File: src/rtl/hdlc_rx_pkg.sv
package hdlc_rx_pkg;
  localparam int OCTET_W   = 8;
  // Destuffed bits that belong to a flag before it is recognised
  localparam int FLAG_LEAD = 7;
  localparam int MIN_OCTS  = 3;
  localparam int NUM_CNT   = 4;
  localparam int CNT_SEL_W = 2;
  localparam int CNT_DISC    = 0;
  localparam int CNT_CRC     = 1;
  localparam int CNT_ABORT   = 2;
  localparam int CNT_NOMATCH = 3;

  // Address equality restricted to the bits the mask keeps
  function automatic logic masked_eq(input logic [OCTET_W-1:0] a,
                                     input logic [OCTET_W-1:0] b,
                                     input logic [OCTET_W-1:0] m);
    return ((a & m) == (b & m));
  endfunction

  // Octets arrive least significant bit first
  function automatic logic [OCTET_W-1:0] lsb_first(input logic [OCTET_W-1:0] sr,
                                                   input logic b);
    return {b, sr[OCTET_W-1:1]};
  endfunction
endpackage

File: src/rtl/hdlc_rx_deframer.sv
module hdlc_rx_deframer
  import hdlc_rx_pkg::*;
(
  input  logic clk,
  input  logic rst_n,
  input  logic enable,
  input  logic bit_en,
  input  logic bit_in,
  output logic dbit_vld,
  output logic dbit,
  output logic flag_evt,
  output logic abort_evt
);
  localparam int FILL_W = $clog2(FLAG_LEAD + 1);

  logic [2:0]           ones_q;
  logic [FLAG_LEAD-1:0] pipe_q;
  logic [FILL_W-1:0]    fill_q;
  logic                 push;

  // A bit enters the delay line unless it is a stuffed zero, a flag end or part of a long run of ones
  always_comb begin
    push = 1'b0;
    if (bit_en) begin
      if (bit_in) push = (ones_q < 3'd6);
      else        push = (ones_q != 3'd6) && (ones_q != 3'd5);
    end
  end

  always_ff @(posedge clk) begin
    if (!rst_n || !enable) begin
      ones_q    <= '0;
      pipe_q    <= '0;
      fill_q    <= '0;
      dbit_vld  <= 1'b0;
      dbit      <= 1'b0;
      flag_evt  <= 1'b0;
      abort_evt <= 1'b0;
    end else begin
      dbit_vld  <= 1'b0;
      flag_evt  <= 1'b0;
      abort_evt <= 1'b0;
      if (bit_en) begin
        if (bit_in) begin
          if (ones_q == 3'd6) begin
            abort_evt <= 1'b1;
            fill_q    <= '0;
          end
          if (ones_q != 3'd7) ones_q <= ones_q + 3'd1;
        end else begin
          ones_q <= '0;
          if (ones_q == 3'd6) begin
            flag_evt <= 1'b1;
            fill_q   <= '0;
          end
        end
      end
      if (push) begin
        pipe_q <= {pipe_q[FLAG_LEAD-2:0], bit_in};
        if (fill_q == FILL_W'(FLAG_LEAD)) begin
          dbit_vld <= 1'b1;
          dbit     <= pipe_q[FLAG_LEAD-1];
        end else begin
          fill_q <= fill_q + 1'b1;
        end
      end
    end
  end
endmodule

File: src/rtl/hdlc_addr_match.sv
module hdlc_addr_match
  import hdlc_rx_pkg::*;
#(
  parameter int NUM_ADDR = 4
) (
  input  logic [OCTET_W-1:0]          addr,
  input  logic [OCTET_W-1:0]          mask,
  input  logic [NUM_ADDR*OCTET_W-1:0] regs,
  output logic                        hit
);
  logic [NUM_ADDR-1:0] per_reg;

  for (genvar i = 0; i < NUM_ADDR; i++) begin : g_cmp
    assign per_reg[i] = masked_eq(addr, regs[i*OCTET_W +: OCTET_W], mask);
  end

  assign hit = |per_reg;
endmodule

File: src/rtl/hdlc_stat_counters.sv
module hdlc_stat_counters
  import hdlc_rx_pkg::*;
#(
  parameter int CNT_W = 16
) (
  input  logic                          clk,
  input  logic                          rst_n,
  input  logic [NUM_CNT-1:0]            inc,
  input  logic                          wr_ok,
  input  logic                          wr_en,
  input  logic [CNT_SEL_W-1:0]          wr_sel,
  input  logic [CNT_W-1:0]              wr_data,
  output logic [NUM_CNT-1:0][CNT_W-1:0] cnt
);
  for (genvar i = 0; i < NUM_CNT; i++) begin : g_cnt
    logic [CNT_W-1:0] q;
    always_ff @(posedge clk) begin
      if (!rst_n)                                         q <= '0;
      else if (wr_ok && wr_en && wr_sel == CNT_SEL_W'(i)) q <= wr_data;
      else if (inc[i])                                    q <= q + 1'b1;
    end
    assign cnt[i] = q;
  end
endmodule

File: src/rtl/hdlc_rx_filter.sv
module hdlc_rx_filter
  import hdlc_rx_pkg::*;
#(
  parameter int NUM_ADDR = 4,
  parameter int LEN_W    = 16,
  parameter int CNT_W    = 16
) (
  input  logic                          clk,
  input  logic                          rst_n,
  input  logic                          chan_en,
  input  logic                          bit_en,
  input  logic                          bit_in,
  input  logic [NUM_ADDR*OCTET_W-1:0]   addr_regs,
  input  logic [OCTET_W-1:0]            addr_mask,
  input  logic [LEN_W-1:0]              max_len,
  input  logic                          buf_free,
  input  logic                          fcs_ok,
  output logic                          byte_vld,
  output logic [OCTET_W-1:0]            byte_data,
  output logic                          frame_end,
  output logic [LEN_W+3:0]              fe_status,
  input  logic                          cnt_we,
  input  logic [CNT_SEL_W-1:0]          cnt_sel,
  input  logic [CNT_W-1:0]              cnt_wdata,
  output logic [CNT_W-1:0]              cnt_discard,
  output logic [CNT_W-1:0]              cnt_crc_err,
  output logic [CNT_W-1:0]              cnt_abort,
  output logic [CNT_W-1:0]              cnt_nomatch
);
  // Deframer events, named for the checker
  logic dbit_vld, dbit, flag_evt, abort_evt;

  hdlc_rx_deframer u_deframer (
    .clk      (clk),
    .rst_n    (rst_n),
    .enable   (chan_en),
    .bit_en   (bit_en),
    .bit_in   (bit_in),
    .dbit_vld (dbit_vld),
    .dbit     (dbit),
    .flag_evt (flag_evt),
    .abort_evt(abort_evt)
  );

  logic               in_frame_q, hit_q, buf_q;
  logic [2:0]         bitpos_q;
  logic [LEN_W-1:0]   noct_q;
  logic [OCTET_W-1:0] sr_q;
  logic [OCTET_W-1:0] sr_next;
  logic               addr_hit;

  assign sr_next = lsb_first(sr_q, dbit);

  hdlc_addr_match #(.NUM_ADDR(NUM_ADDR)) u_match (
    .addr(sr_next),
    .mask(addr_mask),
    .regs(addr_regs),
    .hit (addr_hit)
  );

  // Frame-level events
  logic take_bit, has_bits, frame_close, good_close, frame_abort;
  logic too_long, misaligned, fcs_bad, clean, accepted;
  logic [NUM_CNT-1:0] cnt_inc;

  assign take_bit    = dbit_vld && in_frame_q;
  assign has_bits    = (bitpos_q != 3'd0) || (noct_q != '0);
  assign frame_close = flag_evt && in_frame_q && has_bits;
  assign good_close  = frame_close && (noct_q >= LEN_W'(MIN_OCTS));
  assign frame_abort = abort_evt && in_frame_q && has_bits;
  assign too_long    = noct_q > max_len;
  assign misaligned  = bitpos_q != 3'd0;
  assign fcs_bad     = !fcs_ok;
  assign clean       = !fcs_bad && !misaligned && !too_long;
  assign accepted    = hit_q && buf_q;

  always_comb begin
    cnt_inc              = '0;
    cnt_inc[CNT_DISC]    = good_close && clean && hit_q && !buf_q;
    cnt_inc[CNT_CRC]     = good_close && fcs_bad;
    cnt_inc[CNT_ABORT]   = frame_abort;
    cnt_inc[CNT_NOMATCH] = good_close && clean && !hit_q;
  end

  always_ff @(posedge clk) begin
    if (!rst_n || !chan_en) begin
      in_frame_q <= 1'b0;
      hit_q      <= 1'b0;
      buf_q      <= 1'b0;
      bitpos_q   <= '0;
      noct_q     <= '0;
      sr_q       <= '0;
      byte_vld   <= 1'b0;
      byte_data  <= '0;
      frame_end  <= 1'b0;
      fe_status  <= '0;
    end else begin
      byte_vld  <= 1'b0;
      frame_end <= 1'b0;
      if (flag_evt) begin
        in_frame_q <= 1'b1;
        bitpos_q   <= '0;
        noct_q     <= '0;
        hit_q      <= 1'b0;
        buf_q      <= 1'b0;
        if (good_close && accepted) begin
          frame_end <= 1'b1;
          fe_status <= {noct_q, 1'b1, too_long, fcs_bad, misaligned};
        end
      end else if (abort_evt) begin
        in_frame_q <= 1'b0;
      end else if (take_bit) begin
        sr_q     <= sr_next;
        bitpos_q <= bitpos_q + 3'd1;
        if (bitpos_q == 3'd7) begin
          noct_q    <= noct_q + LEN_W'(noct_q != '1);
          byte_data <= sr_next;
          if (noct_q == '0) begin
            hit_q    <= addr_hit;
            buf_q    <= buf_free;
            byte_vld <= addr_hit && buf_free;
          end else begin
            byte_vld <= accepted;
          end
        end
      end
    end
  end

  logic [NUM_CNT-1:0][CNT_W-1:0] cnt_all;

  hdlc_stat_counters #(.CNT_W(CNT_W)) u_counters (
    .clk    (clk),
    .rst_n  (rst_n),
    .inc    (cnt_inc),
    .wr_ok  (!chan_en),
    .wr_en  (cnt_we),
    .wr_sel (cnt_sel),
    .wr_data(cnt_wdata),
    .cnt    (cnt_all)
  );

  assign cnt_discard = cnt_all[CNT_DISC];
  assign cnt_crc_err = cnt_all[CNT_CRC];
  assign cnt_abort   = cnt_all[CNT_ABORT];
  assign cnt_nomatch = cnt_all[CNT_NOMATCH];
endmodule

File: config.mk
export PLATFORM = sky130hd
export DESIGN_NAME = hdlc_rx_filter
export DESIGN_NICKNAME = d
export VERILOG_FILES = /design/src/rtl/hdlc_rx_pkg.sv /design/src/rtl/hdlc_rx_deframer.sv /design/src/rtl/hdlc_addr_match.sv /design/src/rtl/hdlc_stat_counters.sv /design/src/rtl/hdlc_rx_filter.sv
export SDC_FILE = /design/constraint.sdc
export NUM_CORES = 1
export LEC_CHECK = 0
export BUFFER_PORTS_ARGS = -buffer_cell sky130_fd_sc_hd__buf_2
export CAP_MARGIN = 20
export CORE_ASPECT_RATIO = 0.7
export CORE_UTILIZATION = 50
export DETAILED_ROUTE_END_ITERATION = 10
export PLACE_DENSITY = 0.75
export SYNTH_ARGS = -nofsm -noshare
export SYNTH_HDL_FRONTEND = slang
export SYNTH_SLANG_ARGS = --single-unit
File: constraint.sdc
create_clock -name clk -period 3.9 [get_ports clk]
set_clock_uncertainty 0.15 [all_clocks]
set_input_delay 0.39 -clock clk [delete_from_list [all_inputs] [get_ports clk]]
set_output_delay 0.39 -clock clk [all_outputs]
set_load 0.1 [all_outputs]
Yosys cells after proc, flatten, opt, wreduce, memory -nomap -nowiden
Index checks and enable logic that the tools add are counted.
{"block": "classes", "eq_ne": 15, "n_bitwise": 12, "n_mux": 22, "n_addsub": 8, "reduce_logical": 55, "magnitude_cmp": 3}
{"cell": "two-way mux 16 bit", "count": 8}
{"cell": "adder 16 x 1 -> 16 bit (second input constant)", "count": 4}
{"cell": "AND 8 bit", "count": 5}
{"cell": "== test 8 bit", "count": 4}
{"cell": "logical AND 1 bit", "count": 22}
{"cell": "two-way mux 3 bit", "count": 6}
{"cell": "adder 16 x 1 -> 16 bit", "count": 1}
{"cell": ">= comparator 16 x 2 -> 1 bit (second input constant)", "count": 1}
{"cell": "greater-than comparator 16 bit", "count": 1}
{"cell": "logical NOT 16 bit", "count": 1}
{"cell": "!= test 16 bit (second input constant)", "count": 1}
{"cell": "nonzero test 16 bit", "count": 1}
{"cell": "nonzero test 2 bit", "count": 5}
{"cell": "adder 3 x 1 -> 3 bit (second input constant)", "count": 3}
{"cell": "== test 3 bit (second input constant)", "count": 3}
{"cell": "!= test 3 bit (second input constant)", "count": 3}
{"cell": "two-way mux 1 bit", "count": 8}
{"cell": "AND reduction 2 bit", "count": 4}
{"cell": "AND reduction 4 bit", "count": 2}
{"cell": "logical NOT 1 bit", "count": 7}
{"cell": "NOT 1 bit", "count": 7}
{"cell": "AND reduction 3 bit", "count": 2}
{"cell": "OR reduction 2 bit", "count": 3}
{"cell": "OR reduction 3 bit", "count": 2}
{"cell": "9 further kinds", "count": 11}
{"block": "word_totals", "reg_bits": 141, "out_inout_bits": 94, "inputBits": 82, "wordCells": 136}

Depth between registers and ports, before layout
{"block": "logic_depth", "ltp_word": 9, "mapped_depth": 11, "mapped_depth_nobuf": 11}

Cells and area by module
A second synthesis with hierarchy kept.
{"block": "hier_totals", "hier_cells": 861, "hier_area_um2": 7373.3}
{"mod": "hdlc_stat_counters", "area_each_um2": 3295.7, "cells_per_inst": 398, "n_inst": 1, "seq_area_each_um2": 1281.2}
{"mod": "hdlc_rx_filter", "area_each_um2": 2849.0, "cells_per_inst": 328, "n_inst": 1, "seq_area_each_um2": 1181.1}
{"mod": "hdlc_rx_deframer", "area_each_um2": 797.0, "cells_per_inst": 82, "n_inst": 1, "seq_area_each_um2": 340.3}
{"mod": "hdlc_addr_match", "area_each_um2": 431.7, "cells_per_inst": 53, "n_inst": 1, "seq_area_each_um2": 0.0}

Worst setup path after synthesis
No wires, ideal clock.
{"block": "synth_path", "kind": "in2reg", "from": "in max_len[14]", "to": "reg u_counters.g_cnt[0].q[11]", "path_buffers": 1, "slack_ns": 1.107, "path_stages": 10, "arrival_ns": 2.511, "cell_sequence": "inv_1 -> ha_1 -> a21oi_1 -> nand2_1 -> a221o_1 -> a211o_1 -> buf_2 -> a2111oi_1 -> xnor2_1 -> a21oi_1"}
{"block": "synth_between", "elab_chain_cells": 7}
{"element": "start: declaration", "line_no": "hdlc_rx_filter.sv:15", "text": "input logic [LEN_W-1:0] max_len,"}
{"element": "greater-than comparator 16 bit", "line_no": "hdlc_rx_filter.sv:71", "text": "assign too_long = noct_q > max_len;"}
{"element": "logical NOT 1 bit", "line_no": "hdlc_rx_filter.sv:74", "text": "assign clean = !fcs_bad && !misaligned && !too_long;"}
{"element": "logical AND 1 bit", "line_no": "hdlc_rx_filter.sv:74"}
{"element": "logical AND 1 bit (3 in a row)", "line_no": "hdlc_rx_filter.sv:79", "text": "cnt_inc[CNT_DISC] = good_close && clean && hit_q && !buf_q;"}
{"element": "nonzero test 2 bit (no source line)"}
{"element": "end signal: assignment", "line_no": "hdlc_stat_counters.sv:19", "text": "else if (wr_ok && wr_en && wr_sel == CNT_SEL_W'(i)) q <= wr_data;"}
{"element": "end signal: assignment", "line_no": "hdlc_stat_counters.sv:20", "text": "else if (inc[i]) q <= q + 1'b1;"}
{"element": "end: declaration", "line_no": "hdlc_stat_counters.sv:16", "text": "logic [CNT_W-1:0] q;"}
No other way between the ends.
A chain may end at the register's enable or synchronous reset.

Worst setup path in the final report
{"block": "layout_path", "from": "reg noct_q[7]", "to": "reg u_counters.g_cnt[3].q[11]"}
{"block": "layout_between", "elab_chain_cells": 7, "word_cells_on_any_way": 11, "cone_classes": "order compare (2); reduce/logical (9)"}
{"element": "start: declaration", "line_no": "hdlc_rx_filter.sv:47", "text": "logic [LEN_W-1:0] noct_q;"}
{"element": "start signal: assignment", "line_no": "hdlc_rx_filter.sv:116", "text": "noct_q <= noct_q + LEN_W'(noct_q != '1);"}
{"element": "parallel branches: the longest is 4 deep, another holds greater-than comparator 16 bit"}
{"element": "logical AND 1 bit * (2 in a row)", "line_no": "hdlc_rx_filter.sv:82", "text": "cnt_inc[CNT_NOMATCH] = good_close && clean && !hit_q;"}
{"element": "nonzero test 2 bit (no source line) *"}
{"element": "end signal: assignment", "line_no": "hdlc_stat_counters.sv:19"}
{"element": "end signal: assignment", "line_no": "hdlc_stat_counters.sv:20"}
{"element": "end: declaration", "line_no": "hdlc_stat_counters.sv:16"}
Mark *: on every way between the ends.

==> summary.txt <==
Synthesis
  – Seq/Total Area, Yosys: 0.376
  – Ys flop type: dfxtp_1
  – Area share of fa/ha/maj cells after synthesis: 0.0521
  – Ys Warns: 0
  – Synth cell types: 47
  – Net count after synthesis: around 1000
  – Synthesis-stage register bit count: 140
  – Compound-gate portion of the synthesized area: 0.202
  – Post-Synth XOR/XNOR Area: 0.119
  – Synth Area in Simple Gates: 0.186
  – Mapped Area: approximately 7500 um^2
  – Largest family of logic cells by synthesized area: compound AO/OA/AOI/OAI gates
  – Multiplexer share of the synthesized area: 0.0188
  – Ys async rst share: 0
  – EDFF count, synth: 0
  – Avg Inst Size Synth: roughly 8 um^2
  – Cells after Synth: between 900 and 1000

Clock network
  – CTS tree: yes
  – Total clock buffers created by CTS: 17
  – # Post-CTS Setup Buffers: 0
  – Worst-Skew Late Latency: between 0.4 and 0.5 ns
  – Hold-fix buffers, CTS: 0
  – Post_cts resized: 0
  – Htree depth: 4
  – Root buf cell: clkbuf_16
  – CTS sink cnt: 140
  – Clock buffer depth: 2
  – Worst-path clk slew: around 0.060 ns

Routing
  – First-pass detailed-route iteration total: 5
  – Final ANT Viol Nets: 0
  – Remaining DRCs: 0
  – Vias post-DR: 7015
  – Drt wl/cell: 16.2 um
  – Initial drt markers: about 570
  – Post-Route WL: 20.3 mm
  – Vias per Instance: around 5.6

Worst hold path
  – Hold Path Class: in -> reg
  – HP Start: bit_in

Placement
  – Post-DP HPWL: around 15 mm
  – Placed instance area: about 8400 um^2
  – GP Congestion: between 0.8 and 0.9
  – DP Cell Count: between 1000 and 1500
  – Port Buffer Count: roughly 180

Worst setup path
  – CP Launch Type: register
  – Worst path slowest cell: a211o_1
  – CP endpoint kind: register
  – CP startpoint: noct_q[7]$_SDFFE_PP0P_
  – CP delay by family, top: compound AO/OA/AOI/OAI gates
  – RR Startpoint: noct_q[7]$_SDFFE_PP0P_
  – CP peak stage delay: 0.62 ns
  – CP Max Fanout: 20
  – WP data required: 4.04 ns
  – CP cell instances: ha_1 > a21oi_1 > o21ai_0 > a221o_1 > a211o_1 > buf_4 > a2111oi_2 > xnor2_1 > a21oi_1
  – Type of the worst setup path: reg -> reg
  – Critical path buffer and inverter count: 1
  – Cell mode on critical path: a21oi_1
  – Arrival time worst endpoint: 3.35 ns

Timing
  – RSZ-0062 raised after global routing: false
  – Final setup violation count: 0
  – Worst relative slew slack: 0.378
  – Min Hold Slack: about 0.10 ns
  – Final slew viol count: 0
  – Final Cycle Share: 0.823
  – Max Clk Rate: 0.311 GHz
  – Slew @ Worst Pin: roughly 0.93 ns
  – Hold Vio Cnt, Final: 0
  – Final min period: roughly 3.2 ns
  – Setup TNS: 0 ns

Die
  – Rows: 36
  – Chip width: between 100 and 150 um
  – Die area: ~15000 um^2
  – Core box area: about 14000 um^2
  – Starting density of the core: 0.523
  – Die height: approximately 100 um
  – Top Ports: about 180

GRT
  – Vias in the first global route: around 6300
  – Initial antenna violation count: 1
  – Total gr overflow: 0
  – Largest net degree at the start of global routing: 65
  – First-pass GRT wire length: approximately 33 mm
  – Global-route total usage across every layer: 0.264

Finish
  – Most common cell after layout, fill and taps aside: buf_2
  – Post-layout net count: approximately 1200
  – Most frequent cells in the layout: buf_2 (175), dfxtp_1 (140), nand2_1 (111), a21oi_1 (102)
  – Layout cell share with drive strength beyond 1: 0.218
  – Number of fill cells: roughly 1300
  – Area grow syn2layout: 20.5%
  – Post-Layout Cell Count: roughly 1300
  – Final instance area: about 9000 um^2

Power
  – Total power: 3.46 mW
  – Leak Pwr: approximately 3.8 nW
  – Max IR drop VDD: ~230 uV
  – Power Density: between 300 and 400 nW/um^2

Status
  – Status: complete, no violations

Run
  – Max-Cap Viols: 0
==> metrics by stage <==
| stage | utilization | setup WS [ns] |
|---|---|---|
| floorplan | - | 1.11 |
| global placement | 0.590 | 0.740 |
| detailed placement | 0.590 | 0.678 |
| CTS | 0.631 | 0.714 |
| global route | 0.631 | 0.553 |
| finish | 0.631 | 0.689 |
==> worst register-to-register path: stages (launching register included) <==
cell       delay, ns
dfxtp_1         0.49
ha_1            0.31
a21oi_1         0.14
o21ai_0         0.10
a221o_1         0.34
a211o_1         0.62
buf_4           0.34
a2111oi_2       0.37
xnor2_1         0.17
a21oi_1         0.08
==> state kept, by name, indices dropped and copies added (netlist names) <==
name	flops
u_deframer.abort_evt	1
u_deframer.ones_q	3
u_deframer.pipe_q	7
buf_q	1
bitpos_q	3
u_deframer.dbit_vld	1
sr_q	7
u_deframer.dbit	1
u_counters.g_cnt.q	64
hit_q	1
u_deframer.flag_evt	1
frame_end	1
byte_data	8
in_frame_q	1
fe_status	20
u_deframer.fill_q	3
byte_vld	1
noct_q	16
==> metal layers <==
metal	share of wire	wire length, um	global-route usage	vias up
li1	-	-	-	3505
met1	0.48	9790	0.388	3219
met2	0.43	8710	0.386	271
met3	0.079	1610	0.0566	20
met4	0.0098	200	0.0714	0
met5	0	0	0	-
==> report_power, final <==
group / leakage (nW) / internal, mW / switching, mW
registers: 1.13 / 1.45 / 0.0303
logic: 2.41 / 0.101 / 0.296
clock network: 0.270 / 0.946 / 0.634
==> cell type report <==
class | count | area, um^2 | area share
Timing Repair Buffer | 183 | 936 | 0.104
Clock inverter | 13 | 144 | 0.0160
Tap cell | 190 | 238 | 0.0265
Antenna cell | 1 | 2.50 | 0.000279
Clock buffer | 19 | 433 | 0.0482
Inverter | 32 | 120 | 0.0134
Multi-Input combinational cell | 679 | 4310 | 0.479
Sequential cell | 140 | 2800 | 0.312
==> logic make-up (layout without fill, tap and decap cells) <==
logic type	Yosys count	in the layout
adder cells (fa/ha/maj)	31	31
other	0	1
flip-flops	140	140
XOR/XNOR	101	101
AND/OR/NAND/NOR	294	294
buffers and inverters	87	247
AO/OA/AOI/OAI	239	239
multiplexers	14	14
==> synth_stat cells, drive strengths merged, types with 2 or more instances <==
cell type,instances,area share
a2111oi,12,0.025
a211oi,13,0.013
a21boi,2,0.0020
a21o,2,0.0020
a21oi,103,0.070
a22oi,16,0.016
a31o,3,0.0035
a31oi,5,0.0042
a32oi,2,0.0024
and3,15,0.013
and4,4,0.0047
buf,7,0.0060
clkbuf,48,0.024
dfxtp,140,0.38
ha,31,0.052
inv,32,0.016
mux2i,14,0.019
nand2,112,0.056
nand2b,2,0.0017
nand3,45,0.030
nand3b,4,0.0040
nand4,26,0.022
nand4b,2,0.0024
nor2,56,0.028
nor2b,3,0.0025
nor3,7,0.0047
nor4,4,0.0034
o211a,10,0.013
o21ai,65,0.044
or2,4,0.0034
or3,8,0.0074
xnor2,36,0.042
xor2,65,0.076
==> path summary, 6_finish.rpt <==
path	end	slack [ns]	cells after the start
worst min-delay path	u_deframer.flag_evt$_SDFF_PP0_	0.10	2
worst max-delay path	u_counters.g_cnt[3].q[11]$_SDFFE_PN0P_	0.69	9
worst min register to register	byte_data[7]$_SDFFE_PP0P_	0.30	2
worst max register to register	u_counters.g_cnt[3].q[11]$_SDFFE_PN0P_	0.69	9
(Power assumes the default switching activity.)
